==> src/rtl/cr_unit_pkg.sv <==
package cr_unit_pkg;
  localparam int NFIELD_DEF = 8;
  localparam int FIELD_W_DEF = 4;
  localparam int XLEN_DEF = 64;
  localparam int OP_W = 4;

  typedef enum logic [OP_W-1:0] {
    OP_WR_MULTI = 4'd0,
    OP_WR_ONE   = 4'd1,
    OP_RD_ONE   = 4'd2,
    OP_RD_ALL   = 4'd3,
    OP_FLAGS    = 4'd4,
    OP_TRI      = 4'd5,
    OP_BIT      = 4'd6,
    OP_BIT_R    = 4'd7,
    OP_NBIT     = 4'd8,
    OP_NBIT_R   = 4'd9
  } cr_op_e;
endpackage

==> src/rtl/cr_field_pick.sv <==
module cr_field_pick #(
  parameter int NF = 8,
  localparam int IW = $clog2(NF)
) (
  input  logic [NF-1:0] mask,
  output logic [IW-1:0] first_idx,
  output logic          any_set,
  output logic [IW-1:0] wr_idx
);
  always_comb begin
    first_idx = '0;
    any_set   = 1'b0;
    for (int i = NF - 1; i >= 0; i--) begin
      if (mask[i]) begin
        first_idx = IW'(i);
        any_set   = 1'b1;
      end
    end
    wr_idx = any_set ? first_idx : IW'(NF - 1);
  end
endmodule

==> src/rtl/cr_next_state.sv <==
module cr_next_state
  import cr_unit_pkg::*;
#(
  parameter int NF = 8,
  parameter int FW = 4,
  parameter int XLEN = 64,
  localparam int CRW = NF * FW,
  localparam int IW = $clog2(NF)
) (
  input  logic [CRW-1:0]  cr,
  input  cr_op_e          op,
  input  logic [NF-1:0]   mask,
  input  logic [IW-1:0]   wr_idx,
  input  logic [IW-1:0]   field_sel,
  input  logic [XLEN-1:0] src,
  input  logic [FW-1:0]   flags,
  output logic [NF-1:0]   field_we,
  output logic [CRW-1:0]  cr_next
);
  for (genvar n = 0; n < NF; n++) begin : g_field
    localparam int HI = CRW - 1 - FW * n;
    logic [FW-1:0] new_val;
    always_comb begin
      field_we[n] = (op == OP_WR_MULTI && mask[n])
                 || (op == OP_WR_ONE && wr_idx == IW'(n))
                 || (op == OP_FLAGS && field_sel == IW'(n));
      new_val = (op == OP_FLAGS) ? flags : src[HI -: FW];
      cr_next[HI -: FW] = field_we[n] ? new_val : cr[HI -: FW];
    end
  end
endmodule

==> src/rtl/cr_bool_gen.sv <==
module cr_bool_gen
  import cr_unit_pkg::*;
#(
  parameter int NF = 8,
  parameter int FW = 4,
  parameter int XLEN = 64,
  localparam int CRW = NF * FW,
  localparam int IW = $clog2(NF),
  localparam int BW = $clog2(CRW)
) (
  input  logic [CRW-1:0]  cr,
  input  cr_op_e          op,
  input  logic [IW-1:0]   field_sel,
  input  logic [BW-1:0]   bit_sel,
  output logic [XLEN-1:0] res
);
  function automatic logic [FW-1:0] get_field(input logic [CRW-1:0] c, input logic [IW-1:0] n);
    logic [CRW-1:0] s;
    s = c >> (FW * (NF - 1 - int'(n)));
    return s[FW-1:0];
  endfunction

  function automatic logic get_bit(input logic [CRW-1:0] c, input logic [BW-1:0] b);
    logic [CRW-1:0] s;
    s = c >> (CRW - 1 - int'(b));
    return s[0];
  endfunction

  logic [FW-1:0] fld;
  logic          tbit;

  always_comb begin
    fld  = get_field(cr, field_sel);
    tbit = get_bit(cr, bit_sel);
    unique case (op)
      OP_TRI:    res = fld[FW-1] ? '1 : (fld[FW-2] ? XLEN'(1) : '0);
      OP_BIT:    res = XLEN'(tbit);
      OP_BIT_R:  res = XLEN'(!tbit);
      OP_NBIT:   res = tbit ? '1 : '0;
      OP_NBIT_R: res = tbit ? '0 : '1;
      default:   res = '0;
    endcase
  end
endmodule

==> src/rtl/cr_field_unit.sv <==
module cr_field_unit
  import cr_unit_pkg::*;
#(
  parameter int NF = NFIELD_DEF,
  parameter int FW = FIELD_W_DEF,
  parameter int XLEN = XLEN_DEF,
  localparam int CRW = NF * FW,
  localparam int IW = $clog2(NF),
  localparam int BW = $clog2(CRW)
) (
  input  logic            clk,
  input  logic            rst_n,
  input  logic            valid_i,
  input  logic [OP_W-1:0] op_i,
  input  logic [NF-1:0]   mask_i,
  input  logic [IW-1:0]   field_i,
  input  logic [BW-1:0]   bit_i,
  input  logic [XLEN-1:0] src_i,
  input  logic            ov_i,
  input  logic            ov32_i,
  input  logic            ca_i,
  input  logic            ca32_i,
  output logic [XLEN-1:0] result_o,
  output logic [CRW-1:0]  cr_o
);
  cr_op_e          op;
  logic [CRW-1:0]  cr_q;
  logic [CRW-1:0]  cr_next;
  logic [NF-1:0]   field_we;
  logic [IW-1:0]   first_idx;
  logic [IW-1:0]   wr_idx;
  logic            any_set;
  logic [XLEN-1:0] bool_res;
  logic [XLEN-1:0] res_next;
  logic [FW-1:0]   rd_field;
  logic [FW-1:0]   flag_vec;

  assign op       = cr_op_e'(op_i);
  assign flag_vec = FW'({ov_i, ov32_i, ca_i, ca32_i});

  cr_field_pick #(.NF(NF)) u_pick (
    .mask      (mask_i),
    .first_idx (first_idx),
    .any_set   (any_set),
    .wr_idx    (wr_idx)
  );

  cr_next_state #(.NF(NF), .FW(FW), .XLEN(XLEN)) u_next (
    .cr        (cr_q),
    .op        (op),
    .mask      (mask_i),
    .wr_idx    (wr_idx),
    .field_sel (field_i),
    .src       (src_i),
    .flags     (flag_vec),
    .field_we  (field_we),
    .cr_next   (cr_next)
  );

  cr_bool_gen #(.NF(NF), .FW(FW), .XLEN(XLEN)) u_bool (
    .cr        (cr_q),
    .op        (op),
    .field_sel (field_i),
    .bit_sel   (bit_i),
    .res       (bool_res)
  );

  function automatic logic [XLEN-1:0] place_field(input logic [FW-1:0] v, input logic [IW-1:0] n);
    return XLEN'(v) << (FW * (NF - 1 - int'(n)));
  endfunction

  always_comb begin
    logic [CRW-1:0] sh;
    sh       = cr_q >> (FW * (NF - 1 - int'(first_idx)));
    rd_field = sh[FW-1:0];
    case (op)
      OP_RD_ONE: res_next = any_set ? place_field(rd_field, first_idx) : '0;
      OP_RD_ALL: res_next = XLEN'(cr_q);
      OP_TRI, OP_BIT, OP_BIT_R, OP_NBIT, OP_NBIT_R: res_next = bool_res;
      default:   res_next = '0;
    endcase
  end

  always_ff @(posedge clk) begin
    if (!rst_n) begin
      cr_q     <= '0;
      result_o <= '0;
    end else if (valid_i) begin
      cr_q     <= cr_next;
      result_o <= res_next;
    end
  end

  assign cr_o = cr_q;
endmodule

==> config.mk <==
export PLATFORM = sky130hd
export DESIGN_NAME = cr_field_unit
export DESIGN_NICKNAME = d
export VERILOG_FILES = /design/src/rtl/cr_unit_pkg.sv /design/src/rtl/cr_field_pick.sv /design/src/rtl/cr_next_state.sv /design/src/rtl/cr_bool_gen.sv /design/src/rtl/cr_field_unit.sv
export SDC_FILE = /design/constraint.sdc
export NUM_CORES = 1
export LEC_CHECK = 0
export BUFFER_PORTS_ARGS = -buffer_cell sky130_fd_sc_hd__buf_2
export CAP_MARGIN = 20
export CORE_MARGIN = 1.5
export CORE_UTILIZATION = 45
export CTS_CLUSTER_DIAMETER = 30
export DETAILED_ROUTE_END_ITERATION = 8
export PLACE_DENSITY = 0.85
export SLEW_MARGIN = 5
export SYNTH_ARGS = -nofsm -noshare
export SYNTH_HDL_FRONTEND = slang
export SYNTH_SLANG_ARGS = --single-unit
==> constraint.sdc <==
create_clock -name clk -period 4.3 [get_ports clk]
set_input_delay 1.29 -clock clk [delete_from_list [all_inputs] [get_ports clk]]
set_output_delay 1.29 -clock clk [all_outputs]
set_load 0.03 [all_outputs]
# Word-level counts from Yosys, hierarchy flattened
# Cells that the tools add are included.
# W data, S select, Z words.
[op_classes]
eq_ne = 23
n_addsub = 3
shifts = 4
n_reduce_logical = 53
n_mux = 32
[ops]
columns = ["operator", "n"]
rows = [
  ["$pmux W64 S5", 1],
  ["$mux W64", 4],
  ["$pmux W64 S3", 1],
  ["$shl A4 B32 Y64", 1],
  ["$shr A32 B32 Y4", 2],
  ["$mux W4", 8],
  ["$shr A32 B32 Y1", 1],
  ["$mux W3", 9],
  ["$eq A3 B3 Y1 const B", 8],
  ["$logic_and A1 B1 Y1", 24],
  ["$eq A4 B3 Y1 const B", 4],
  ["$logic_or A1 B1 Y1", 16],
  ["$reduce_and A2 Y1", 8],
  ["$eq A3 B2 Y1 const B", 4],
  ["$mux W1", 9],
  ["$eq A4 B2 Y1 const B", 2],
  ["$eq A4 B4 Y1 const B", 2],
  ["$sub A3 B3 Y4 const A", 2],
  ["$eq A3 B1 Y1 const B", 2],
  ["$logic_not A3 Y1", 2],
  ["$sub A5 B5 Y6 const A", 1],
  ["$reduce_or A5 Y1", 1],
  ["$eq A4 B1 Y1 const B", 1],
  ["$logic_not A4 Y1", 1],
  ["$logic_not A1 Y1", 1],
]
[word_totals]
register_bits = 96
output_inout_bits = 96

# Longest topological paths before layout
# Gate-level depths: netlist of run 1.
[depth]
ltp_word = 14
ltp_mapped = 9

# Modules after synthesis
# From an unflattened synthesis of run 1, not the netlist that was laid out.
[unflattened]
hier_cells = 662
hier_area_um2 = 6000.8
[modules_own_cells]
columns = ["module", "seq_area_each_um2", "instances", "area_each_um2", "cells_each"]
rows = [
  ["cr_field_unit", 1921.8, 1, 3973.8, 379],
  ["cr_bool_gen", 0.0, 1, 967.2, 119],
  ["cr_next_state", 0.0, 1, 932.1, 147],
  ["cr_field_pick", 0.0, 1, 127.6, 17],
]

# Least setup slack after synthesis of run 1
# Ideal clock, no wire load.
[synth_path]
kind = "input to register"
from = "input bit_i[1]"
to = "register result_o[62]"
setup_slack_ps = 1289
arrival_ps = 2879
path_buffers = 2
setup_ps = 132
stages = 8
path_cell_list = "buf_2 -> or3b_2 -> o22ai_1 -> a32oi_1 -> and4_1 -> a211oi_2 -> buf_4 -> a21oi_1"
[synth_via]
elab_chain_cells = 5
word_cells_on_any_way = 6
cone_classes = "add/sub (1); shift (1); mux (4)"
[synth_lines]
columns = ["item", "line_no", "text"]
rows = [
  ["start: declaration", "cr_field_unit.sv:17", "input logic [BW-1:0] bit_i,"],
  ["$sub A5 B5 Y6 (*)", "cr_bool_gen.sv:25", "s = c >> (CRW - 1 - int'(b));"],
  ["$shr A32 B32 Y1 (*)", "cr_bool_gen.sv:25", ""],
  ["$mux W64, on equally long branches", "cr_bool_gen.sv:40, cr_bool_gen.sv:39", ""],
  ["$pmux W64 S5 (*)", "cr_bool_gen.sv:35", "unique case (op)"],
  ["$pmux W64 S3 (*)", "cr_field_unit.sv:76", "case (op)"],
  ["end signal: assignment", "cr_field_unit.sv:90", "result_o <= res_next;"],
  ["end: declaration", "cr_field_unit.sv:23", "output logic [XLEN-1:0] result_o,"],
]
# Mark *: on every way between the ends. The rest lies on a longest branch, timed or not.
# A chain may end at the register's enable or synchronous reset.

# Worst setup path after layout of run 1
[layout_path]
from = "input mask_i[5]"
to = "register cr_q[13], in the netlist cr_o[13]"
[layout_via]
elab_chain_cells = 12
word_cells_on_any_way = 18
cone_classes = "eq/ne (1); mux (13); reduce/logical (4)"
[layout_lines]
columns = ["item", "line_no", "text"]
rows = [
  ["start: declaration", "cr_field_unit.sv:15", "input logic [NF-1:0] mask_i,"],
  ["$mux W3 / $mux W1 (equally long branches) (6 in series)", "cr_field_pick.sv:14", "if (mask[i]) begin"],
  ["$mux W3 (*)", "cr_field_pick.sv:19", "wr_idx = any_set ? first_idx : IW'(NF - 1);"],
  ["$eq A3 B3 Y1 (*)", "cr_next_state.sv:25", "|| (op == OP_WR_ONE && wr_idx == IW'(n))"],
  ["$logic_and A1 B1 Y1 (*)", "cr_next_state.sv:25", ""],
  ["$logic_or A1 B1 Y1 (*)", "cr_next_state.sv:25", ""],
  ["$logic_or A1 B1 Y1 (*)", "cr_next_state.sv:26", "|| (op == OP_FLAGS && field_sel == IW'(n));"],
  ["$reduce_and A2 Y1 (no line) (*)", "-", ""],
  ["end signal: assignment", "cr_field_unit.sv:89", "cr_q <= cr_next;"],
  ["end: declaration", "cr_field_unit.sv:27", "logic [CRW-1:0] cr_q;"],
]
# Marks and branches as above.

==> results.sh, run 1 <==
export IMPL_htree_levels=3
export IMPL_p_sw_frac=0.330
export IMPL_irDropWorstVdd_v=0.000160
export IMPL_routedWlPerCell_um=19.6
export IMPL_overflow=0
export IMPL_final_max_slew_viol_count=0
export IMPL_leakagePower_nw=2.06
export IMPL_status="finished, final reports clean"
export IMPL_worstSetupStartpointType="input pin"
export IMPL_drive_gt1_frac=0.298
export IMPL_final_area_um2=5090
export IMPL_synth_edff_count=0
export IMPL_fmax_mhz=318
export IMPL_slew_headroom=0.459
export IMPL_nets=738
export IMPL_skew_ns=0.0120
export IMPL_rows=35
export IMPL_initial_utilization=0.467
export IMPL_numCtsBuffers=9
export IMPL_grt_max_degree=48
export IMPL_dr_first_iter_drc_count=380
export IMPL_switchingPower_w=0.000451
export IMPL_yosysMostFrequentCell="a21oi_1"
export IMPL_cap_violations=0
export IMPL_gp_congestion=1.02
export IMPL_synth_compound_area_frac=0.321
export IMPL_synth_top_family_by_area="compound AO/OA/AOI/OAI gates"
export IMPL_ant_nets=0
export IMPL_synth_area_leader_cell="dfxtp_1"
export IMPL_synth_top_area_share=0.299
export IMPL_synth_fp_nets=639
export IMPL_crit_path_end_kind="flop"
export IMPL_synth_cell_types=60
export IMPL_critPathRequiredTime_ns=4.53
export IMPL_synthArstFlopShare=0
export IMPL_fin_setup_tns_ns=0
export IMPL_dp_hpwl_um=11100
export IMPL_hold_path_class="flop to flop"
export IMPL_synth_adder_area_share=0
export IMPL_clk_pin_slew_worst_paths_ns=0.07
export IMPL_die_w_um=101
export IMPL_p_comb_frac=0.194
export IMPL_n_antenna_cell=0
export IMPL_syn2layout_area_growth_pct=16.8
export IMPL_synth_simple_area_share=0.198
export IMPL_tritoncts="yes"
export IMPL_synthXorXnorAreaFrac=0
export IMPL_clock_latency_ns=0.35
export IMPL_yosys_most_used_dff="dfxtp_1"
export IMPL_vias=4859
export IMPL_netlist_instances=548
export IMPL_avgSynthCellArea_um2=7.95
export IMPL_syn_area_um2=4360
export IMPL_synth_seq_cells=65
export IMPL_clock_sinks=65
export IMPL_grt_pass1_vias=4402
export IMPL_drc_errors=0
export IMPL_muxShareOfSynthArea=0.0769
export IMPL_firstDrtPassIters=5
export IMPL_io_buffers=154
export IMPL_grtUsageTotal=0.297
export IMPL_p_per_area_nw_per_um2=268
export IMPL_synth_common_cells="a21oi_1 (76), dfxtp_1 (65), nor2_1 (46), o21ai_0 (40), nor2b_1 (39)"
export IMPL_synth_seq_area_share=0.299
export IMPL_yosysWarnings=0
export IMPL_hold_viol=0
export IMPL_power_w=0.00137
export IMPL_yosys_top_cells_area="dfxtp_1 (30%), a21oi_1 (8.7%), buf_4 (6.2%)"
export IMPL_p_int_w=0.000915
export IMPL_finalSetupViolations=0
export IMPL_place_area_um2=4920
export IMPL_worstSetupPathType="input pin to flop"
export IMPL_grt_pass1_wl_um=23700
export IMPL_core_um2=9330
export IMPL_cts_root_buf="clkbuf_8"
export IMPL_ios=187
export IMPL_rsz0062_at_grt="no"
export IMPL_die_h_um=101
export IMPL_cts_setup_buffers=0
export IMPL_ctsResizeCount=0
export IMPL_antenna_found_initial=0
export IMPL_cts_path_max_buffers=2
export IMPL_die_area_um2=10300
export IMPL_crit_fanout=10
export IMPL_post_route_period_util=0.732
export IMPL_cp_data_arrival_time_ns=3.37
export IMPL_routed_via_density=6.23
export IMPL_fin_crit_ns=3.15
export IMPL_wl_um=15300
export IMPL_ctsHoldBuffers=0
export IMPL_seqPwrFrac=0.458
export IMPL_pwr_share_clk=0.347
export IMPL_worstMarginPinSlew_ns=0.800
## final timing paths
path                       startpoint                        to  slack [ns]  depth (start not counted)
min          result_o[7]$_SDFFE_PN0P_  result_o[7]$_SDFFE_PN0P_        0.52                          2
max reg2reg     cr_o[18]$_SDFFE_PN0P_  result_o[3]$_SDFFE_PN0P_        2.16                          6
min reg2reg  result_o[7]$_SDFFE_PN0P_  result_o[7]$_SDFFE_PN0P_        0.52                          2
max                         mask_i[5]     cr_o[13]$_SDFFE_PN0P_        1.15                          7
## cells in the final DEF, fill, tap and decap left out, types with 15 or more instances in the layout
master / instances
nor3_1: 22
nand2_1: 15
mux2i_1: 20
o21ai_0: 40
nor2b_1: 39
dfxtp_1: 65
a211oi_1: 25
buf_2: 154
nor2_1: 46
a21oi_1: 76
a221oi_1: 20
## stage by stage
step	setup slack [ns]	hold slack, ns	cells	util
after global placement	0.956	0.488	765	0.528
after detailed placement	0.839	0.511	765	0.528
after global routing	1.02	0.545	780	0.546
after floorplan	1.29	0.624	548	-
after CTS	1.20	0.522	780	0.546
final	1.15	0.517	780	0.546
## power groups by stage
stage | clock network (W) | registers, W | logic (W)
after detailed placement | 0 | 0.000640 | 0.000260
after global placement | 0 | 0.000639 | 0.000256
final | 0.000475 | 0.000626 | 0.000266
after CTS | 0.000479 | 0.000626 | 0.000261
after floorplan | 0 | 0.000652 | 0.000183
after global routing | 0.000498 | 0.000627 | 0.000286
## registers in the layout, indices dropped and copies added, names as in the netlist
signal	flops
cr_o	32
result_o	33
## cells by family (layout without fill, tap and decap cells)
kind of cell           after synthesis  count (layout)
AOI/OAI and AO/OA                  213             213
buffers and inverters               82             185
muxes                               26              26
DFF                                 65              65
and+or+nand+nor                    162             162
## metal layers
| layer | GRT usage | routed length, um |
|---|---|---|
| met5 | 0 | 0 |
| met3 | 0.0442 | 1480 |
| met4 | 0.125 | 492 |
| met1 | 0.402 | 6190 |
| met2 | 0.474 | 7130 |
## worst max-delay path: stages
cell and delay (ns):
buf_2 0.14, nor2_1 0.17, a221o_1 0.54, a21oi_1 0.23, o31a_1 0.39, a2111oi_0 0.52
nor3_1 0.08
## area by class of cell
cell class	instances	area, um^2
Timing Repair Buffer	162	831
Multi-Input combinational cell	401	2600
Fill cell	913	4240
Tap cell	129	161
Clock inverter	5	32.5
Sequential cell	65	1300
Inverter	8	30.0
Clock buffer	10	138
(Power assumes the default switching activity.)
==> run 2: changes to the inputs <==
Clock period 4.3 ns to 3 ns, I/O delays scaled along.
==> run 2 against run 1 <==
  * Total power up 51%
  * Routed wire length up 1.7%
  * Largest cell class unchanged
  * Clock-buffer cell count did not move
  * Sequential power increased by 43%
  * Final area increased by 3.1%
  * Non-clock buffer count increased by 16
  * Hold slack better by 0.010 ns
  * Sequential share of layout area fell by 0.77 points
  * Global-route usage increased by 0.44 points
  * Clock power up 62%
  * Clock skew fell by 0.0041 ns
  * Register-to-register slack worse by 1.2 ns
==> results.sh, run 2 (same netlist as run 1, synthesis figures left out) <==
export IMPL_status="finished, final reports clean"
export IMPL_worstMarginPinSlew_ns=0.703
export IMPL_min_path_cells=2
export IMPL_critPathRequiredTime_ns=3.29
export IMPL_wl_um=15600
export IMPL_cpMaxStageDelayCell="a211oi_1"
export IMPL_grt_max_degree=40
export IMPL_n_antenna_cell=0
export IMPL_nFillCells=864
export IMPL_die_h_um=101
export IMPL_crit_family="compound AO/OA/AOI/OAI gates"
export IMPL_fin_crit_ns=2.61
export IMPL_vias=5035
export IMPL_regMostFlops="result_o"
export IMPL_largest_register_ffs=33
export IMPL_nets=754
export IMPL_final_max_slew_viol_count=0
export IMPL_hold_viol=0
export IMPL_slew_headroom=0.528
export IMPL_crit_chain="buf_2, nand2b_1, a221o_1, buf_4, mux2i_1, a211oi_1, a221oi_1, a21oi_1"
export IMPL_crit_fanout=7
export IMPL_power_w=0.00206
export IMPL_antenna_found_initial=0
export IMPL_post_route_period_util=0.869
export IMPL_r2r_start="cr_o[2]$_SDFFE_PN0P_"
export IMPL_cts_root_buf="clkbuf_8"
export IMPL_seq_area_um2=1300
export IMPL_ant_nets=0
export IMPL_rsz0062_at_grt="no"
export IMPL_irDropWorstVdd_v=0.000232
export IMPL_final_util=0.563
export IMPL_routedWlPerCell_um=19.5
export IMPL_reg2reg_slack_ns=0.95
export IMPL_clock_sinks=65
export IMPL_cap_violations=0
export IMPL_crit_buf_inv=2
export IMPL_drive_gt1_frac=0.314
export IMPL_grtUsageTotal=0.301
export IMPL_cts_path_max_buffers=2
export IMPL_io_buffers=154
export IMPL_worstSetupStartpointType="input pin"
export IMPL_skew_ns=0.00788
export IMPL_clk_pin_slew_worst_paths_ns=0.08
export IMPL_cp_slowest_stage_delay_ns=0.55
export IMPL_min_from="result_o[7]$_SDFFE_PN0P_"
export IMPL_die_area_um2=10300
export IMPL_die_w_um=101
export IMPL_syn2layout_area_growth_pct=20.4
export IMPL_leakagePower_nw=2.16
export IMPL_fmax_mhz=384
export IMPL_tritoncts="yes"
export IMPL_dp_hpwl_um=11500
export IMPL_core_um2=9330
export IMPL_firstDrtPassIters=5
export IMPL_rows=35
export IMPL_overflow=0
export IMPL_ios=187
export IMPL_cts_setup_buffers=0
export IMPL_numCtsBuffers=9
export IMPL_gp_congestion=1.00
export IMPL_crit_path_end_kind="flop"
export IMPL_hold_path_class="flop to flop"
export IMPL_multi_input_area_um2=2600
export IMPL_whs_endpoint="result_o[7]$_SDFFE_PN0P_"
export IMPL_drc_errors=0
export IMPL_routed_via_density=6.32
export IMPL_r2r_end="result_o[7]$_SDFFE_PN0P_"
export IMPL_initial_utilization=0.467
export IMPL_p_per_area_nw_per_um2=393
export IMPL_layout_commonest_cell="buf_2"
export IMPL_finalSetupViolations=0
export IMPL_cp_data_arrival_time_ns=2.89
export IMPL_grt_pass1_vias=4571
export IMPL_worstSetupPathType="input pin to flop"
export IMPL_dr_first_iter_drc_count=405
export IMPL_ctsHoldBuffers=0
export IMPL_fin_setup_tns_ns=0
export IMPL_rr_worst_depth=6
export IMPL_ctsResizeCount=0
export IMPL_grt_pass1_wl_um=24000
export IMPL_clock_latency_ns=0.36
export IMPL_htree_levels=3
export IMPL_final_cell_mix="buf_2 (154), a21oi_1 (76), dfxtp_1 (65)"
-- run 2: cell count changes in the layout (fill, tap and decap cells not counted) --
cell / previous run / this run
buf_4: 8 / 23
clkbuf_8: 10 / 9
clkbuf_1: 0 / 1
clkinv_2: 2 / 1
clkinv_4: 0 / 1
bufinv_16: 0 / 1
buf_12: 0 / 1
clkinvlp_4: 3 / 2
inv_6: 0 / 1
-- run 2: metrics by stage --
stage | worst slack, ns | cells | hold WS, ns | instance area (um^2)
floorplan | 0.379 | 548 | 0.624 | 4360
global placement | 0.138 | 781 | 0.492 | 5050
detailed placement | 0.143 | 781 | 0.510 | 5050
CTS | 0.520 | 797 | 0.521 | 5250
global route | 0.372 | 797 | 0.533 | 5250
finish | 0.394 | 797 | 0.527 | 5250
-- run 2: worst max path at each step --
stage / startpoint / end / slack, ns / depth (start not counted)
finish: mask_i[6] / result_o[25]$_SDFFE_PN0P_ / 0.39 / 8
floorplan: bit_i[1] / result_o[62]$_SDFFE_PN0P_ / 0.38 / 8
detailed placement: op_i[2] / cr_o[17]$_SDFFE_PN0P_ / 0.14 / 6
global placement: op_i[2] / cr_o[12]$_SDFFE_PN0P_ / 0.14 / 5
global route: op_i[3] / cr_o[18]$_SDFFE_PN0P_ / 0.37 / 7
CTS: mask_i[6] / cr_o[17]$_SDFFE_PN0P_ / 0.52 / 7
-- run 2: routing by layer --
| metal | routed length [um] | vias to the layer above | part of all wire | GRT usage |
|---|---|---|---|---|
| met5 | 0 | - | 0 | 0 |
| met4 | 637 | 0 | 0.041 | 0.157 |
| met3 | 1570 | 69 | 0.10 | 0.0538 |
| met2 | 7250 | 358 | 0.47 | 0.472 |
| met1 | 6100 | 2341 | 0.39 | 0.397 |
| li1 | - | 2267 | - | - |
-- run 2: report_power, final --
part           total (W)  switching [W]  internal, W  leakage, nW
clock           0.000768       0.000381     0.000387       0.0929
combinational   0.000397       0.000264     0.000133         1.54
sequential      0.000896      0.0000217     0.000875        0.525
-- run 2: area by class of cell --
class / instances / area share
Multi-Input combinational cell: 401 / 0.495
Sequential cell: 65 / 0.248
Timing Repair Buffer: 178 / 0.184
Tap cell: 129 / 0.0308
Clock buffer: 10 / 0.0243
Clock inverter: 6 / 0.0129
Inverter: 8 / 0.00572
-- run 2: worst reg2reg max path: stages, from the launching register on --
cell,delay [ns]
dfxtp_1,0.40
mux4_2,0.50
o2111ai_1,0.23
and4_1,0.30
a211oi_2,0.11
buf_12,0.18
a311oi_1,0.23
==> run 3: changes to the inputs <==
Settings changed: CORE_UTILIZATION 45 to 44, PLACE_DENSITY 0.85 to 0.87.
Clock period 3 ns to 2.1 ns, I/O delays scaled along.
==> run 3 against run 2 <==
  * The run now ends with negative setup slack left
  * Combinational power up 100%
  * Via count up 6.9%
  * Critical path depth unchanged
  * Hold slack worse by 0.012 ns
  * Flip-flop and latch count unchanged
  * Clock skew up 0.0028 ns
  * Register-to-register slack worse by 0.94 ns
  * Utilization up 11 points
  * Global-route usage up 2.5 points
  * Total power up 52%
==> results.sh, run 3 (same netlist as run 1, synthesis figures left out) <==
export IMPL_rr_worst_depth=7
export IMPL_setup_slack_ns=-0.0486
export IMPL_layout_commonest_cell="buf_2"
export IMPL_grtUsageTotal=0.327
export IMPL_final_util=0.673
export IMPL_final_cell_mix="buf_2 (151), buf_4 (105), dfxtp_1 (63)"
export IMPL_leakagePower_nw=2.76
export IMPL_firstDrtPassIters=5
export IMPL_grt_max_degree=48
export IMPL_dp_hpwl_um=12900
export IMPL_overflow=0
export IMPL_p_comb_frac=0.253
export IMPL_die_h_um=103
export IMPL_p_int_w=0.00212
export IMPL_ctsHoldBuffers=0
export IMPL_grt_pass1_vias=4760
export IMPL_cts_root_buf="clkbuf_8"
export IMPL_rsz0062_at_grt="yes"
export IMPL_drive_gt1_frac=0.478
export IMPL_die_area_um2=10500
export IMPL_post_route_period_util=1.02
export IMPL_antenna_found_initial=0
export IMPL_ant_nets=0
export IMPL_drc_errors=0
export IMPL_status="complete, but fails checks"
export IMPL_io_buffers=154
export IMPL_crit_fanout=17
export IMPL_finalSetupViolations=23
export IMPL_fmax_mhz=465
export IMPL_syn2layout_area_growth_pct=49.6
export IMPL_routed_via_density=6.02
export IMPL_place_area_um2=5900
export IMPL_numCtsBuffers=9
export IMPL_cap_violations=0
export IMPL_fin_crit_ns=2.15
export IMPL_worstMarginPinSlew_ns=0.545
export IMPL_gp_congestion=0.960
export IMPL_die_w_um=103
export IMPL_irDropWorstVdd_v=0.000295
export IMPL_largest_register_ffs=33
export IMPL_htree_levels=3
export IMPL_clk_pin_slew_worst_paths_ns=0.07
export IMPL_r2r_start="cr_o[3]$_SDFFE_PN0P_"
export IMPL_final_max_slew_viol_count=0
export IMPL_slew_headroom=0.632
export IMPL_clock_latency_ns=0.36
export IMPL_initial_utilization=0.450
export IMPL_nFillCells=773
export IMPL_tritoncts="yes"
export IMPL_hold_viol=0
export IMPL_core_um2=9680
export IMPL_worstSetupPathType="input pin to flop"
export IMPL_pwr_share_clk=0.343
export IMPL_switchingPower_w=0.00101
export IMPL_p_sw_frac=0.323
export IMPL_vias=5384
export IMPL_wl_um=17600
export IMPL_cts_path_max_buffers=2
export IMPL_worstSetupStartpointType="input pin"
export IMPL_p_per_area_nw_per_um2=481
export IMPL_final_area_um2=6520
export IMPL_crit_path_end_kind="flop"
export IMPL_dr_first_iter_drc_count=394
export IMPL_crit_path_start="bit_i[4]"
export IMPL_regMostFlops="result_o"
export IMPL_nets=848
export IMPL_ios=187
export IMPL_n_antenna_cell=0
export IMPL_routedWlPerCell_um=19.7
export IMPL_critPathRequiredTime_ns=2.32
export IMPL_clock_sinks=65
export IMPL_rows=36
export IMPL_seqPwrFrac=0.404
export IMPL_cp_data_arrival_time_ns=2.37
export IMPL_hold_path_class="flop to flop"
export IMPL_grt_pass1_wl_um=25900
export IMPL_reg2reg_slack_ns=0.01
export IMPL_skew_ns=0.0107
export IMPL_cp_endpoint="result_o[3]$_SDFFE_PN0P_"
export IMPL_r2r_end="result_o[3]$_SDFFE_PN0P_"
export IMPL_failed_checks="negative setup slack"
run 3: final cells by class:
class / instances / area (um^2) / area share
multi-input cells: 401 / 3000 / 0.460
repair buffers: 272 / 1830 / 0.281
flip-flops and latches: 65 / 1300 / 0.200
well taps: 133 / 166 / 0.0255
clock buffers: 11 / 131 / 0.0201
clock inverters: 5 / 56.3 / 0.00864
inverters: 8 / 30.0 / 0.00461
run 3: stage by stage:
step	hold WS (ns)	setup slack, ns	setup TNS (ns)	total power [W]	std cells
detailed placement	0.502	-0.545	-24.61	0.00200	870
CTS	0.515	-0.00102	-0.00102	0.00307	889
floorplan	0.628	-0.171	-7.64	0.00173	548
global route	0.535	-0.0880	-1.91	0.00323	895
global placement	0.496	-0.512	-24.01	0.00199	870
finish	0.515	-0.0486	-0.492	0.00313	895
run 3: worst min-delay path by stage:
stage,slack (ns),depth (start not counted),startpoint,end
2_1_floorplan,0.63,2,result_o[3]$_SDFFE_PN0P_,result_o[3]$_SDFFE_PN0P_
3_3_place_gp,0.50,2,result_o[3]$_SDFFE_PN0P_,result_o[3]$_SDFFE_PN0P_
3_5_place_dp,0.50,2,result_o[7]$_SDFFE_PN0P_,result_o[7]$_SDFFE_PN0P_
4_1_cts,0.51,2,result_o[7]$_SDFFE_PN0P_,result_o[7]$_SDFFE_PN0P_
5_1_grt,0.54,2,result_o[7]$_SDFFE_PN0P_,result_o[7]$_SDFFE_PN0P_
6_report,0.52,2,result_o[7]$_SDFFE_PN0P_,result_o[7]$_SDFFE_PN0P_
run 3: metal layers:
layer / track usage / up-vias / wire length (um)
met1: 0.443 / 2520 / 7250
met5: 0 / - / 0
met3: 0.0454 / 49 / 1670
li1: - / 2442 / -
met2: 0.530 / 373 / 8160
met4: 0.122 / 0 / 565
run 3: critical path: stages:
cell and delay [ns]:
buf_2 0.15, or3b_4 0.39, o22ai_1 0.20, a32oi_2 0.12
and4_4 0.25, a211oi_4 0.28, buf_6 0.24, a311oi_2 0.12
run 3: power by group through the flow:
stage	logic (W)	clock network, W	registers (W)
floorplan	0.000397	0	0.00133
global placement	0.000697	0	0.00129
detailed placement	0.000707	0	0.00129
CTS	0.000729	0.00107	0.00126
global route	0.000845	0.00112	0.00127
finish	0.000794	0.00107	0.00127
run 3: repair_timing:
item,CTS,global route
endpoints found under the setup margin,34,53
gates resized for setup,11,50
gates cloned,1,2
endpoints found under the hold margin,0,0
pin swaps,1,14
setup buffers,2,5
